--- config.mk ---
export PLATFORM = sky130hd
export DESIGN_NAME = irq_arbiter
export DESIGN_NICKNAME = d
export VERILOG_FILES = /design/src/rtl/irq_arb_pkg.sv /design/src/rtl/irq_level_scan.sv /design/src/rtl/irq_dev_pick.sv /design/src/rtl/irq_gate_reg.sv /design/src/rtl/irq_arbiter.sv
export SDC_FILE = /design/constraint.sdc
export NUM_CORES = 1
export LEC_CHECK = 0
export BUFFER_PORTS_ARGS = -buffer_cell sky130_fd_sc_hd__buf_4
export CELL_PAD_IN_SITES_DETAIL_PLACEMENT = 2
export CELL_PAD_IN_SITES_GLOBAL_PLACEMENT = 2
export CORE_MARGIN = 2
export CORE_UTILIZATION = 30
export DETAILED_ROUTE_END_ITERATION = 12
export MAX_ROUTING_LAYER = met4
export PLACE_DENSITY_LB_ADDON = 0.1
export SYNTH_ARGS = -nofsm -noshare
export SYNTH_HDL_FRONTEND = slang
export SYNTH_HIERARCHICAL = 1
export SYNTH_SLANG_ARGS = --single-unit
--- constraint.sdc ---
create_clock -name clk -period 3.3 [get_ports clk]
set_input_delay 0.495 -clock clk [delete_from_list [all_inputs] [get_ports clk]]
set_output_delay 0.495 -clock clk [all_outputs]
set_load 0.05 [all_outputs]
--- src/rtl/irq_arb_pkg.sv ---
package irq_arb_pkg;
  localparam int DEF_NUM_DEV = 8;
  localparam int DEF_LVL_W   = 3;
endpackage

--- src/rtl/irq_level_scan.sv ---
module irq_level_scan #(
  parameter int NUM_DEV = irq_arb_pkg::DEF_NUM_DEV,
  parameter int LVL_W   = irq_arb_pkg::DEF_LVL_W,
  localparam int NUM_LVL = 1 << LVL_W
) (
  input  logic [NUM_DEV-1:0]       req,
  input  logic [NUM_DEV*LVL_W-1:0] dev_level,
  output logic [LVL_W-1:0]         top_level,
  output logic                     any_pending
);
  logic [NUM_LVL-1:0] lvl_active;

  genvar l;
  generate
    for (l = 0; l < NUM_LVL; l++) begin : g_lvl
      logic [NUM_DEV-1:0] hit;
      always_comb begin
        for (int d = 0; d < NUM_DEV; d++)
          hit[d] = req[d] && (dev_level[d*LVL_W +: LVL_W] == LVL_W'(l));
      end
      assign lvl_active[l] = |hit;
    end
  endgenerate

  always_comb begin
    top_level = '0;
    for (int k = 0; k < NUM_LVL; k++)
      if (lvl_active[k]) top_level = LVL_W'(k);
  end

  assign any_pending = |lvl_active;
endmodule

--- src/rtl/irq_dev_pick.sv ---
module irq_dev_pick #(
  parameter int NUM_DEV = irq_arb_pkg::DEF_NUM_DEV,
  parameter int LVL_W   = irq_arb_pkg::DEF_LVL_W,
  localparam int IDX_W  = (NUM_DEV > 1) ? $clog2(NUM_DEV) : 1
) (
  input  logic [NUM_DEV-1:0]       req,
  input  logic [NUM_DEV*LVL_W-1:0] dev_level,
  input  logic [LVL_W-1:0]         top_level,
  output logic [IDX_W-1:0]         pick_idx
);
  logic [NUM_DEV-1:0] cand;

  genvar d;
  generate
    for (d = 0; d < NUM_DEV; d++) begin : g_cand
      assign cand[d] = req[d] && (dev_level[d*LVL_W +: LVL_W] == top_level);
    end
  endgenerate

  always_comb begin
    pick_idx = '0;
    for (int k = NUM_DEV - 1; k >= 0; k--)
      if (cand[k]) pick_idx = IDX_W'(k);
  end
endmodule

--- src/rtl/irq_gate_reg.sv ---
module irq_gate_reg #(
  parameter int LVL_W = irq_arb_pkg::DEF_LVL_W,
  parameter int IDX_W = 3
) (
  input  logic             clk,
  input  logic             rst_n,
  input  logic             check_strobe,
  input  logic             any_pending,
  input  logic [LVL_W-1:0] top_level,
  input  logic [IDX_W-1:0] pick_idx,
  input  logic [LVL_W-1:0] cur_level,
  output logic             take_irq,
  output logic [LVL_W-1:0] win_level,
  output logic [IDX_W-1:0] win_dev
);
  logic outranks;
  assign outranks = any_pending && (top_level > cur_level);

  always_ff @(posedge clk) begin
    if (!rst_n) begin
      take_irq  <= 1'b0;
      win_level <= '0;
      win_dev   <= '0;
    end else begin
      take_irq <= check_strobe && outranks;
      if (check_strobe) begin
        win_level <= any_pending ? top_level : '0;
        win_dev   <= any_pending ? pick_idx  : '0;
      end
    end
  end
endmodule

--- src/rtl/irq_arbiter.sv ---
module irq_arbiter #(
  parameter int NUM_DEV = irq_arb_pkg::DEF_NUM_DEV,
  parameter int LVL_W   = irq_arb_pkg::DEF_LVL_W,
  localparam int IDX_W  = (NUM_DEV > 1) ? $clog2(NUM_DEV) : 1
) (
  input  logic                     clk,
  input  logic                     rst_n,
  input  logic [NUM_DEV-1:0]       req,
  input  logic [NUM_DEV*LVL_W-1:0] dev_level,
  input  logic [LVL_W-1:0]         cur_level,
  input  logic                     check_strobe,
  output logic                     take_irq,
  output logic [LVL_W-1:0]         win_level,
  output logic [IDX_W-1:0]         win_dev
);
  logic [LVL_W-1:0] top_level;
  logic             any_pending;
  logic [IDX_W-1:0] pick_idx;

  irq_level_scan #(.NUM_DEV(NUM_DEV), .LVL_W(LVL_W)) u_scan (
    .req(req), .dev_level(dev_level),
    .top_level(top_level), .any_pending(any_pending)
  );

  irq_dev_pick #(.NUM_DEV(NUM_DEV), .LVL_W(LVL_W)) u_pick (
    .req(req), .dev_level(dev_level),
    .top_level(top_level), .pick_idx(pick_idx)
  );

  irq_gate_reg #(.LVL_W(LVL_W), .IDX_W(IDX_W)) u_gate (
    .clk(clk), .rst_n(rst_n), .check_strobe(check_strobe),
    .any_pending(any_pending), .top_level(top_level), .pick_idx(pick_idx),
    .cur_level(cur_level), .take_irq(take_irq),
    .win_level(win_level), .win_dev(win_dev)
  );
endmodule

Word-level counts from Yosys, hierarchy flattened
Index checks and enable logic that the tools add are counted.
{"block": "classes", "n_lt_le_gt_ge": 1, "n_eq_ne": 64, "muxes": 17, "reduce_logical": 90}
{"operator": "== test 3 bit, second input constant", "n": 32}
{"operator": "logical AND 1 bit", "n": 74}
{"operator": "OR reduction 64 bit", "n": 1}
{"operator": "OR reduction 8 bit", "n": 7}
{"operator": "== test 3 x 2 -> 1 bit, second input constant", "n": 16}
{"operator": "two-way mux 3 bit", "n": 14}
{"operator": "== test 3 x 1 -> 1 bit, second input constant", "n": 8}
{"operator": "== test 3 bit", "n": 8}
{"operator": "zero test 3 bit", "n": 8}
{"operator": "two-way mux 2 bit", "n": 2}
{"operator": "> comparator 3 bit", "n": 1}
{"operator": "two-way mux 1 bit", "n": 1}
{"block": "totals", "ff_bits": 7, "inputBits": 38}

Longest topological paths before layout
Gate-level depths: netlist of the first run.
{"block": "depth", "depth_word": 21, "mapped_depth": 12, "mapped_depth_nobuf": 11}

Hierarchy
The synthesis of the first run kept the hierarchy.
{"mod": "irq_level_scan", "n_inst": 1, "cells_per_inst": 100, "area_each_um2": 769.5}
{"mod": "irq_dev_pick", "n_inst": 1, "cells_per_inst": 47, "area_each_um2": 406.6}
{"mod": "irq_gate_reg", "n_inst": 1, "cells_per_inst": 38, "area_each_um2": 361.6}

Least setup slack after synthesis of the first run
No wires, ideal clock.
{"block": "synth_path", "kind": "in2reg", "startpoint": "in dev_level[2]", "endpoint": "reg u_gate.win_dev[0]", "arrival_ps": 2769, "required_time_ps": 3185, "path_slack_ps": 416, "stages": 12, "path_buffers": 1, "cell_sequence": "and4bb_1 or4_4 nor4_4 a21oi_1 o211ai_1 buf_6 xnor2_1 and4_1 o211ai_1 o22ai_2 a21oi_1 nor2b_1"}
{"block": "synth_via", "elab_chain_cells": 21, "word_cells_on_any_way": 56}
{"item": "from (decl)", "line_no": "irq_arbiter.sv:9", "rtl": "input logic [NUM_DEV*LVL_W-1:0] dev_level,"}
{"item": "== test 3 x 1 -> 1 bit", "line_no": "irq_level_scan.sv:19", "rtl": "hit[d] = req[d] && (dev_level[d*LVL_W +: LVL_W] == LVL_W'(l));"}
{"item": "logical AND 1 bit", "line_no": "irq_level_scan.sv:19"}
{"item": "OR reduction 8 bit", "line_no": "irq_level_scan.sv:21", "rtl": "assign lvl_active[l] = |hit;"}
{"item": "two-way mux 1 bit", "line_no": "irq_level_scan.sv:28", "rtl": "if (lvl_active[k]) top_level = LVL_W'(k);"}
{"item": "two-way mux 2 bit (2 in series)", "line_no": "irq_level_scan.sv:28"}
{"item": "two-way mux 3 bit (3 in series)", "line_no": "irq_level_scan.sv:28"}
{"item": "two-way mux 3 bit *", "line_no": "irq_level_scan.sv:28"}
{"item": "net top_level[0]", "line_no": "irq_arbiter.sv:16", "rtl": "logic [LVL_W-1:0] top_level;"}
{"item": "== test 3 bit", "line_no": "irq_dev_pick.sv:16", "rtl": "assign cand[d] = req[d] && (dev_level[d*LVL_W +: LVL_W] == top_level);"}
{"item": "logical AND 1 bit", "line_no": "irq_dev_pick.sv:16"}
{"item": "two-way mux 3 bit (7 in series)", "line_no": "irq_dev_pick.sv:23", "rtl": "if (cand[k]) pick_idx = IDX_W'(k);"}
{"item": "two-way mux 3 bit *", "line_no": "irq_dev_pick.sv:23"}
{"item": "net pick_idx[0]", "line_no": "irq_arbiter.sv:18", "rtl": "logic [IDX_W-1:0] pick_idx;"}
{"item": "two-way mux 3 bit *", "line_no": "irq_gate_reg.sv:28", "rtl": "win_dev <= any_pending ? pick_idx : '0;"}
{"item": "to (signal assigned)", "line_no": "irq_gate_reg.sv:28"}
{"item": "to (decl)", "line_no": "irq_gate_reg.sv:14", "rtl": "output logic [IDX_W-1:0] win_dev"}
Mark *: on every way through the listed nets, which the timed path passes. The rest lies on a longest branch.
A chain may end at the register's enable or synchronous reset.

Worst setup path in the final report of the first run
{"block": "layout_path", "startpoint": "in dev_level[2]", "endpoint": "reg u_gate.win_dev[1]"}
{"block": "layout_via", "word_cells_on_any_way": 56}
{"item": "== test 3 x 2 -> 1 bit", "line_no": "irq_level_scan.sv:19"}
{"item": "logical AND 1 bit", "line_no": "irq_level_scan.sv:19"}
{"item": "OR reduction 8 bit", "line_no": "irq_level_scan.sv:21"}
{"item": "two-way mux 2 bit (2 in series)", "line_no": "irq_level_scan.sv:28"}
{"item": "two-way mux 3 bit (3 in series)", "line_no": "irq_level_scan.sv:28"}
{"item": "two-way mux 3 bit *", "line_no": "irq_level_scan.sv:28"}
{"item": "net top_level[1]", "line_no": "irq_arbiter.sv:16"}
{"item": "== test 3 bit", "line_no": "irq_dev_pick.sv:16"}
{"item": "logical AND 1 bit", "line_no": "irq_dev_pick.sv:16"}
{"item": "two-way mux 3 bit (7 in series)", "line_no": "irq_dev_pick.sv:23"}
{"item": "two-way mux 3 bit *", "line_no": "irq_dev_pick.sv:23"}
{"item": "net pick_idx[1]", "line_no": "irq_arbiter.sv:18"}
{"item": "two-way mux 3 bit *", "line_no": "irq_gate_reg.sv:28"}
Marked as above.

==> flow_results.org, run 1 <==
** Synth
- Gate count after technology mapping :: 185
- Number of library cell types mapped by synthesis :: 42
- Counting flops with an async set or reset pin after synthesis yields a share of 0%.
- Yosys synthesis warning count :: 6
- Flip-flop cell with the highest count after synthesis :: sky130_fd_sc_hd__dfxtp_1
- FF+latch count, synth :: 7
- Mean instance size in the synthesized netlist :: 8.31 um^2
- Fraction of the yosys area taken by sequential cells :: 9.11%
- The synthesized netlist occupies a cell area of 1540 um^2.
- Counting flops with a built-in enable in the synthesized netlist gives 0.
- Synth Net Count :: 226

** Critical path
- The critical path crosses 13 cells after its start point.
- Register-to-register path setup slack :: 2.48 ns
- Required @ worst endpoint :: 3.47 ns
- The endpoint identified for the worst register-to-register timing path is u_gate/win_level[0].
- Worst setup path end :: u_gate/win_dev[1]
- The number of buffers and inverters on the critical path is 2.
- CP endpoint kind :: flop
- In this design, the stage delay of the slowest critical-path cell is 0.55 ns.
- Kind of launch point of the worst setup path :: primary input
- Launch point of the worst path :: dev_level[2]
- Worst path cell trace :: buf_4 -> and4bb_1 -> or4_4 -> nor4_4 -> nand2b_1 -> a31o_1 -> buf_4 -> xnor2_2 -> and4_1 -> o211ai_1 -> a31oi_1 -> a21oi_2 -> nor2b_1
- In this run the critical register-to-register path is launched from u_gate/win_level[0].
- Number of cells traversed by the worst register-to-register path :: 3
- Slowest CP cell :: sky130_fd_sc_hd__or4_4
- Critical path's top delay family :: simple AND/OR/NAND/NOR gates
- WP data arrival :: 3.23 ns
- In this run the worst path has a maximum fanout of 9.
- The critical path is of the primary input to flop type.
- Most used cell, CP :: sky130_fd_sc_hd__buf_4

** Timing
- Total Negative Setup Slacks :: 0 ns
- At the pin with the least slew margin, the transition time is 0.814 ns.
- Period Utilization, post-route :: 93.0%
- Tmin final :: 3.07 ns
- The total count of max-transition violations in the final report is 0.
- The number of failing hold endpoints at the final stage was 0.
- Headroom to the max-slew limit came out at 45.0%.
- Setup repair after global routing left no endpoint under its margin.
- On the final layout, the worst hold slack is 0.535 ns.
- Setup violations remaining at the end of the flow were counted as 0.
- Clock skew :: 0 ns
- Static timing analysis puts the maximum clock frequency at 326 MHz.

** Routing
- After detailed routing, the total wire length is 6590 um.
- Detailed routing inserted a total of 1813 vias.
- Dividing the detail-routed wire length by the instance count gives 21.3 um.
- The pre-antenna-repair detailed-routing pass consisted of 4 iterations.
- The count of nets left with antenna violations once routing finished came out at 0.
- Remaining DRCs :: 0
- In the routed layout, each cell is associated on average with a via count of 5.85.
- Iteration-0 DRC count of the detailed router :: 91

** Floorplanning
- Overall die area :: 5710 um^2
- 45 I/O pins were placed.
- Effective utilization at floorplan :: 30.7%
- From left edge to right edge, the die measures 75.6 um.
- The initialized floorplan defines 26 standard-cell rows.
- The die is 75.6 um tall.
- The core region is 5010 um^2.

** CTS
- Clock-pin slew on the worst setup and hold paths :: 0.04 ns
- Number of gates resized after CTS :: 0
- In this run, CTS created clock tree buffers numbering 3.
- Post-cts hold buffer count :: 0
- Postcts setup bufs :: 0
- Clock net sink count :: 7
- Clk Tree Root Cell :: sky130_fd_sc_hd__clkbuf_8
- TritonCTS built the clock tree.
- CTS built an H-tree with a depth of 1.
- Clock tree buffer depth :: 2
- The clock reaches the later pin of the worst-skew pair after 0.23 ns.

** Global routing
- The via count of the first global-routing pass came to 1881.
- All-layer global routing usage :: 24.3%
- The first global-routing pass estimated 10100 um of wire.
- Entering global routing, the biggest net connects 11 pins.
- Initial antenna violation count :: 0
- After global routing the overflow that remains totals 0.

** Final layout
- # fillers :: 609
- Most frequent cells in the layout :: sky130_fd_sc_hd__buf_4 (54), sky130_fd_sc_hd__xnor2_1 (21), sky130_fd_sc_hd__nand4b_1 (19), sky130_fd_sc_hd__nand4_1 (18), sky130_fd_sc_hd__nor4bb_1 (15)
- Fraction of layout instances using a drive strength above 1 :: 31.3%
- Number of standard cells in the layout, taps in and fillers out :: 310
- Final layout net count :: 282
- Count of antenna diodes in the layout :: 0
- Area Overhead vs Synth :: 33.4%
- Leaving out fill and tap cells, the most frequent cell in the layout is sky130_fd_sc_hd__buf_4.

** Power and ir drop
- Worst-case vdd ir drop :: 0.000127 V
- The share of total power dissipated in the clock network is 19.3%.
- Switching Fraction :: 42.5%
- The analysis attributes to net switching a power of 0.000268 W.
- Sequential cells account for 15.6% of the total power.
- Cell internal power was estimated by the tool at 0.000362 W.
- Static power due to leakage :: 0.814 nW
- In this run the power density over the cells is 308 nW/um^2.
- Per report_power, the combinational group accounts for 65.1% of the total.

** Hold path
- Counting instances, the worst hold path has a depth of 2.
- Hold Path Class :: primary input to flop

** Placement
- The count of buffers added on input and output ports is 44.
- Summed over all nets, the half-perimeter wirelength after detailed placement is 5350 um.
- Final weighted congestion of routability-driven global placement :: 0.842
- Once placement completed, the tool counted placed cells totaling 306.

** Status
- Outcome :: complete, no violations

** Run
- The tool flagged a number of max-cap violations equal to 0.
-- worst min path at each step --
stage                                endpoint  slack (ns)           startpoint
final                       u_gate/win_dev[2]        0.53                rst_n
after global routing        u_gate/win_dev[0]        0.55                rst_n
after CTS                   u_gate/win_dev[2]        0.54                rst_n
after detailed placement  u_gate/win_level[0]        0.60  u_gate/win_level[0]
after global placement    u_gate/win_level[1]        0.59  u_gate/win_level[1]
after floorplan             u_gate/win_dev[0]        0.62                rst_n
-- synthesized netlist by cell type, types with 2 or more instances --
master,count,area share (%)
sky130_fd_sc_hd__xnor2_1,21,12
sky130_fd_sc_hd__nand4b_1,19,11
sky130_fd_sc_hd__nand4_1,18,7.3
sky130_fd_sc_hd__nor4bb_1,15,9.8
sky130_fd_sc_hd__nand3_1,11,3.6
sky130_fd_sc_hd__nor2b_1,8,3.3
sky130_fd_sc_hd__dfxtp_1,7,9.1
sky130_fd_sc_hd__a21oi_1,6,2.0
sky130_fd_sc_hd__and2b_2,6,3.4
sky130_fd_sc_hd__inv_1,6,1.5
sky130_fd_sc_hd__nor2_1,6,1.5
sky130_fd_sc_hd__nor4b_1,6,3.4
sky130_fd_sc_hd__nand2_1,5,1.2
sky130_fd_sc_hd__buf_6,4,2.9
sky130_fd_sc_hd__o211ai_1,4,2.0
sky130_fd_sc_hd__and4_1,3,1.7
sky130_fd_sc_hd__ha_1,3,2.4
sky130_fd_sc_hd__nor3_1,3,0.98
sky130_fd_sc_hd__xnor2_2,3,3.2
sky130_fd_sc_hd__a21oi_2,2,1.1
sky130_fd_sc_hd__a311oi_1,2,1.1
sky130_fd_sc_hd__a31oi_1,2,0.81
sky130_fd_sc_hd__and4bb_1,2,1.6
sky130_fd_sc_hd__nand2b_1,2,0.81
sky130_fd_sc_hd__nor4_1,2,0.81
sky130_fd_sc_hd__o2111ai_1,2,1.1
sky130_fd_sc_hd__o21ai_0,2,0.65
-- metrics by stage --
stage	instance area (um^2)	utilization [%]	power, W	setup slack [ns]
after floorplan	1540	-	0.000344	0.416
after global placement	2010	40.0	0.000482	0.124
after detailed placement	2010	40.0	0.000505	0.0451
after CTS	2050	40.9	0.000634	0.205
after global routing	2050	40.9	0.000672	0.0517
final	2050	40.9	0.000631	0.232
-- state kept, by name, summed over array words and instances, names as in the netlist --
register          flops
u_gate/win_level      3
u_gate/win_dev        3
u_gate/take_irq       1
-- cell type report --
type | count | area (um^2) | share of cell area (%)
Multi-Input combinational cell | 168 | 1330 | 64.9
Timing Repair Buffer | 55 | 425 | 20.7
Sequential cell | 7 | 140 | 6.83
Tap cell | 70 | 87.6 | 4.27
Clock buffer | 4 | 45.0 | 2.20
Inverter | 6 | 22.5 | 1.10
-- logic make-up after synthesis --
family                     share of synthesized area [%]
adders and majority gates                           2.44
xor gates and xnor gates                            15.1
buffers and inverters                               4.39
and+or+nand+nor                                     56.3
DFF                                                 9.11
AOI/OAI and AO/OA                                   12.6
-- power groups by stage --
stage | logic, W | registers (W) | clock network, W
global route | 0.000444 | 0.0000991 | 0.000129
finish | 0.000411 | 0.0000983 | 0.000122
CTS | 0.000411 | 0.0000982 | 0.000125
global placement | 0.000383 | 0.0000990 | 0
floorplan | 0.000213 | 0.000131 | 0
detailed placement | 0.000406 | 0.0000996 | 0
-- per-layer routing --
layer | wire, um | track usage, % | vias to the layer above
li1 | - | - | 865
met1 | 3010 | 32.1 | 896
met2 | 3270 | 41.5 | 48
met3 | 265 | 2.25 | 4
met4 | 48 | 2.73 | 0
met5 | 0 | - | -
(Power assumes the default switching activity.)
==> inputs of run 2 (changes only) <==
--- a/config.mk
+++ b/config.mk
@@ -13,6 +13,7 @@
 export DETAILED_ROUTE_END_ITERATION = 12
 export MAX_ROUTING_LAYER = met4
 export PLACE_DENSITY_LB_ADDON = 0.1
+export REMOVE_ABC_BUFFERS = 1
 export SYNTH_ARGS = -nofsm -noshare
 export SYNTH_HDL_FRONTEND = slang
 export SYNTH_HIERARCHICAL = 1
==> flow_results.org, run 2 (synthesis results as in run 1) <==
** CTS
- The clock passes through at most 2 buffers.
- The root buffer cell chosen for the clock tree is sky130_fd_sc_hd__clkbuf_8.
- After clock tree synthesis, the setup repair step added 0 buffers.
- Clock net sink count :: 7
- Clock-pin slew on the worst setup and hold paths :: 0.04 ns
- CTS H-tree lvls :: 1
- The later pin in the worst-skew pair is clocked with a latency of 0.22 ns.
- Cts bufs inserted :: 3
- CTS tree :: yes

** Final layout
- Area of the multi-input gates :: 1340 um^2
- The library cells used most frequently in the layout, excluding fill and tap cells, are sky130_fd_sc_hd__buf_4 (55), sky130_fd_sc_hd__xnor2_1 (21), sky130_fd_sc_hd__nand4b_1 (19), sky130_fd_sc_hd__nand4_1 (18), sky130_fd_sc_hd__nor4bb_1 (15).
- Design area :: 2040 um^2
- Final layout net count :: 282
- Area Overhead vs Synth :: 33.0%
- Fill cells in the final layout number 605.
- Registers take 140 um^2.
- Fraction of layout instances using a drive strength above 1 :: 31.7%
- The library cell used most frequently in the layout, excluding fill and tap cells, is sky130_fd_sc_hd__buf_4.
- The largest registers in the layout are u_gate/win_dev x3, u_gate/win_level x3, u_gate/take_irq x1.
- After the flow finishes, the layout carries non-filler instances totaling 310.
- Count of antenna diodes in the layout :: 0

** Critical path
- Critical path's top delay family :: simple AND/OR/NAND/NOR gates
- The startpoint identified for the worst register-to-register timing path is u_gate/win_dev[0].
- Slowest CP cell :: sky130_fd_sc_hd__or4_4
- STA classifies the critical path startpoint as a primary input.
- The endpoint identified for the worst register-to-register timing path is u_gate/win_dev[0].
- Data arrives at the worst endpoint at 3.29 ns.
- Worst path cell trace :: buf_4 -> and4bb_1 -> or4_4 -> nor4_4 -> nand2b_1 -> a31o_1 -> buf_4 -> xnor2_2 -> and4_1 -> nor2_1 -> a311oi_2 -> a21oi_1 -> nor2b_1
- Worst-path fanout max :: 9
- Among the stages of the critical path, the cell type that occurs most often is sky130_fd_sc_hd__buf_4.
- For the worst setup path, the data required time is 3.46 ns.
- The number of buffers and inverters on the critical path is 2.
- The critical path in this run is classified as primary input to flop.
- The worst setup path is captured at a flop.
- Register-to-register path setup slack :: 2.47 ns
- Critical Path Max Stage Delay :: 0.55 ns
- Counting cells, the worst reg-to-reg path comes to 3.

** Timing
- Slew at the pin closest to its max-slew limit :: 0.527 ns
- Final hold analysis gives a worst-case slack of 0.539 ns.
- The worst path needs 3.13 ns of the cycle, external delays included.
- Adding up every negative setup slack in the final design gives 0 ns.
- Static timing analysis puts the maximum clock frequency at 320 MHz.
- The total count of max-transition violations in the final report was 0.
- Clock skew :: 0 ns
- Final number of setup-violating endpoints :: 0
- Slew margin rel. :: 64.4%
- Period Utilization, post-route :: 94.8%
- RSZ-0062 raised after global routing :: false
- The number of failing hold endpoints at the final stage is 0.

** Power and ir drop
- Dividing total power by cell area gives a power density of 303 nW/um^2.
- VDD sags by at most 0.000119 V.
- Summed over all cells, the static leakage comes to 0.810 nW.

** Status
- Outcome :: complete, no violations

** Global routing
- The via count of the first global-routing pass is 1864.
- Global routing used 23.6% of the available tracks across all layers.
- Entering global routing, the biggest net connects 11 pins.
- The first global-routing pass estimated 9600 um of wire.
- Initial antenna violation count :: 0
- Summed over all layers, the global routing overflow is 0.

** Floorplanning
- For this design the top-level I/O count stands at 45.
- Num rows :: 26
- The die covers 5710 um^2.
- The region available for standard cell placement spans 5010 um^2.
- Die X :: 75.6 um
- For this configuration, the core starts out at a cell density of 30.7%.
- In this run the vertical extent of the chip is 75.6 um.

** Routing
- After detailed routing, the average wire length per cell comes to 20.5 um.
- Ratio of routed vias to standard cells :: 5.82
- In this run the remaining antenna-violating nets after routing total 0.
- Wires add up to 6340 um.
- The detailed router placed 1804 vias in this run.
- Remaining DRCs :: 0
- Iteration-0 DRC count of the detailed router :: 56
- For this run, the detailed router's first-pass iteration total came to 4.

** Placement
- The count of buffers added on input and output ports is 44.
- The wire-length estimate of the detail-placed layout is 5210 um.
- Cell area after placement :: 1990 um^2
- The number of placed instances, taps included, is 306.
- Routability-driven placement finished with a final weighted congestion of 0.957.

** Hold path
- For hold timing, the worst endpoint is u_gate/win_level[0].
- Hold Startpoint :: rst_n
- The worst hold path passes through 2 cells.
- In this run the worst hold path is classified as primary input to flop.

** Run
- Max-cap violations in this run came to 0.
## run 2: layout make-up
type                            count  share of cell area [%]
Tap cell                           70                    4.28
Clock buffer                        4                    2.20
Sequential cell                     7                    6.85
Timing Repair Buffer               55                    20.2
Multi-Input combinational cell    168                    65.4
Inverter                            6                    1.10
## run 2: per-layer routing
layer / global-route usage (%) / up-vias / wire, um
met5: - / - / 0
met4: 6.24 / 0 / 64
met3: 0.794 / 4 / 159
met2: 44.7 / 34 / 3450
met1: 27.0 / 898 / 2670
li1: - / 868 / -
## run 2: through the flow
| step | util (%) | worst slack, ns | total power (W) |
|---|---|---|---|
| after CTS | 40.7 | 0.139 | 0.000622 |
| after global placement | 39.8 | 0.0643 | 0.000476 |
| final | 40.8 | 0.170 | 0.000620 |
| after global routing | 40.8 | 0.00512 | 0.000664 |
| after floorplan | - | -0.0236 | 0.000328 |
| after detailed placement | 39.8 | -0.0904 | 0.000499 |
## run 2: how the worst max path moves through the flow
stage	start	to	slack, ns	cells past startpoint
floorplan	dev_level[2]	u_gate/win_dev[0]	-0.02	11
global placement	dev_level[2]	u_gate/win_dev[1]	0.06	13
detailed placement	dev_level[2]	u_gate/win_dev[2]	-0.09	13
CTS	dev_level[2]	u_gate/win_dev[2]	0.14	13
global route	dev_level[2]	u_gate/win_dev[2]	0.005	12
finish	dev_level[2]	u_gate/win_dev[2]	0.17	13
## run 2: repair_timing
| action | 4_1_cts | 5_1_grt |
|---|---|---|
| hold buffers | 0 | 0 |
| setup endpoints to repair | 0 | 1 |
| resized for setup | 0 | 1 |
## run 2: report_power, final
part           switching, W  internal (W)  leakage (nW)
Combinational      0.000223      0.000181         0.730
Sequential       0.00000430     0.0000943        0.0575
Clock             0.0000351     0.0000834        0.0228
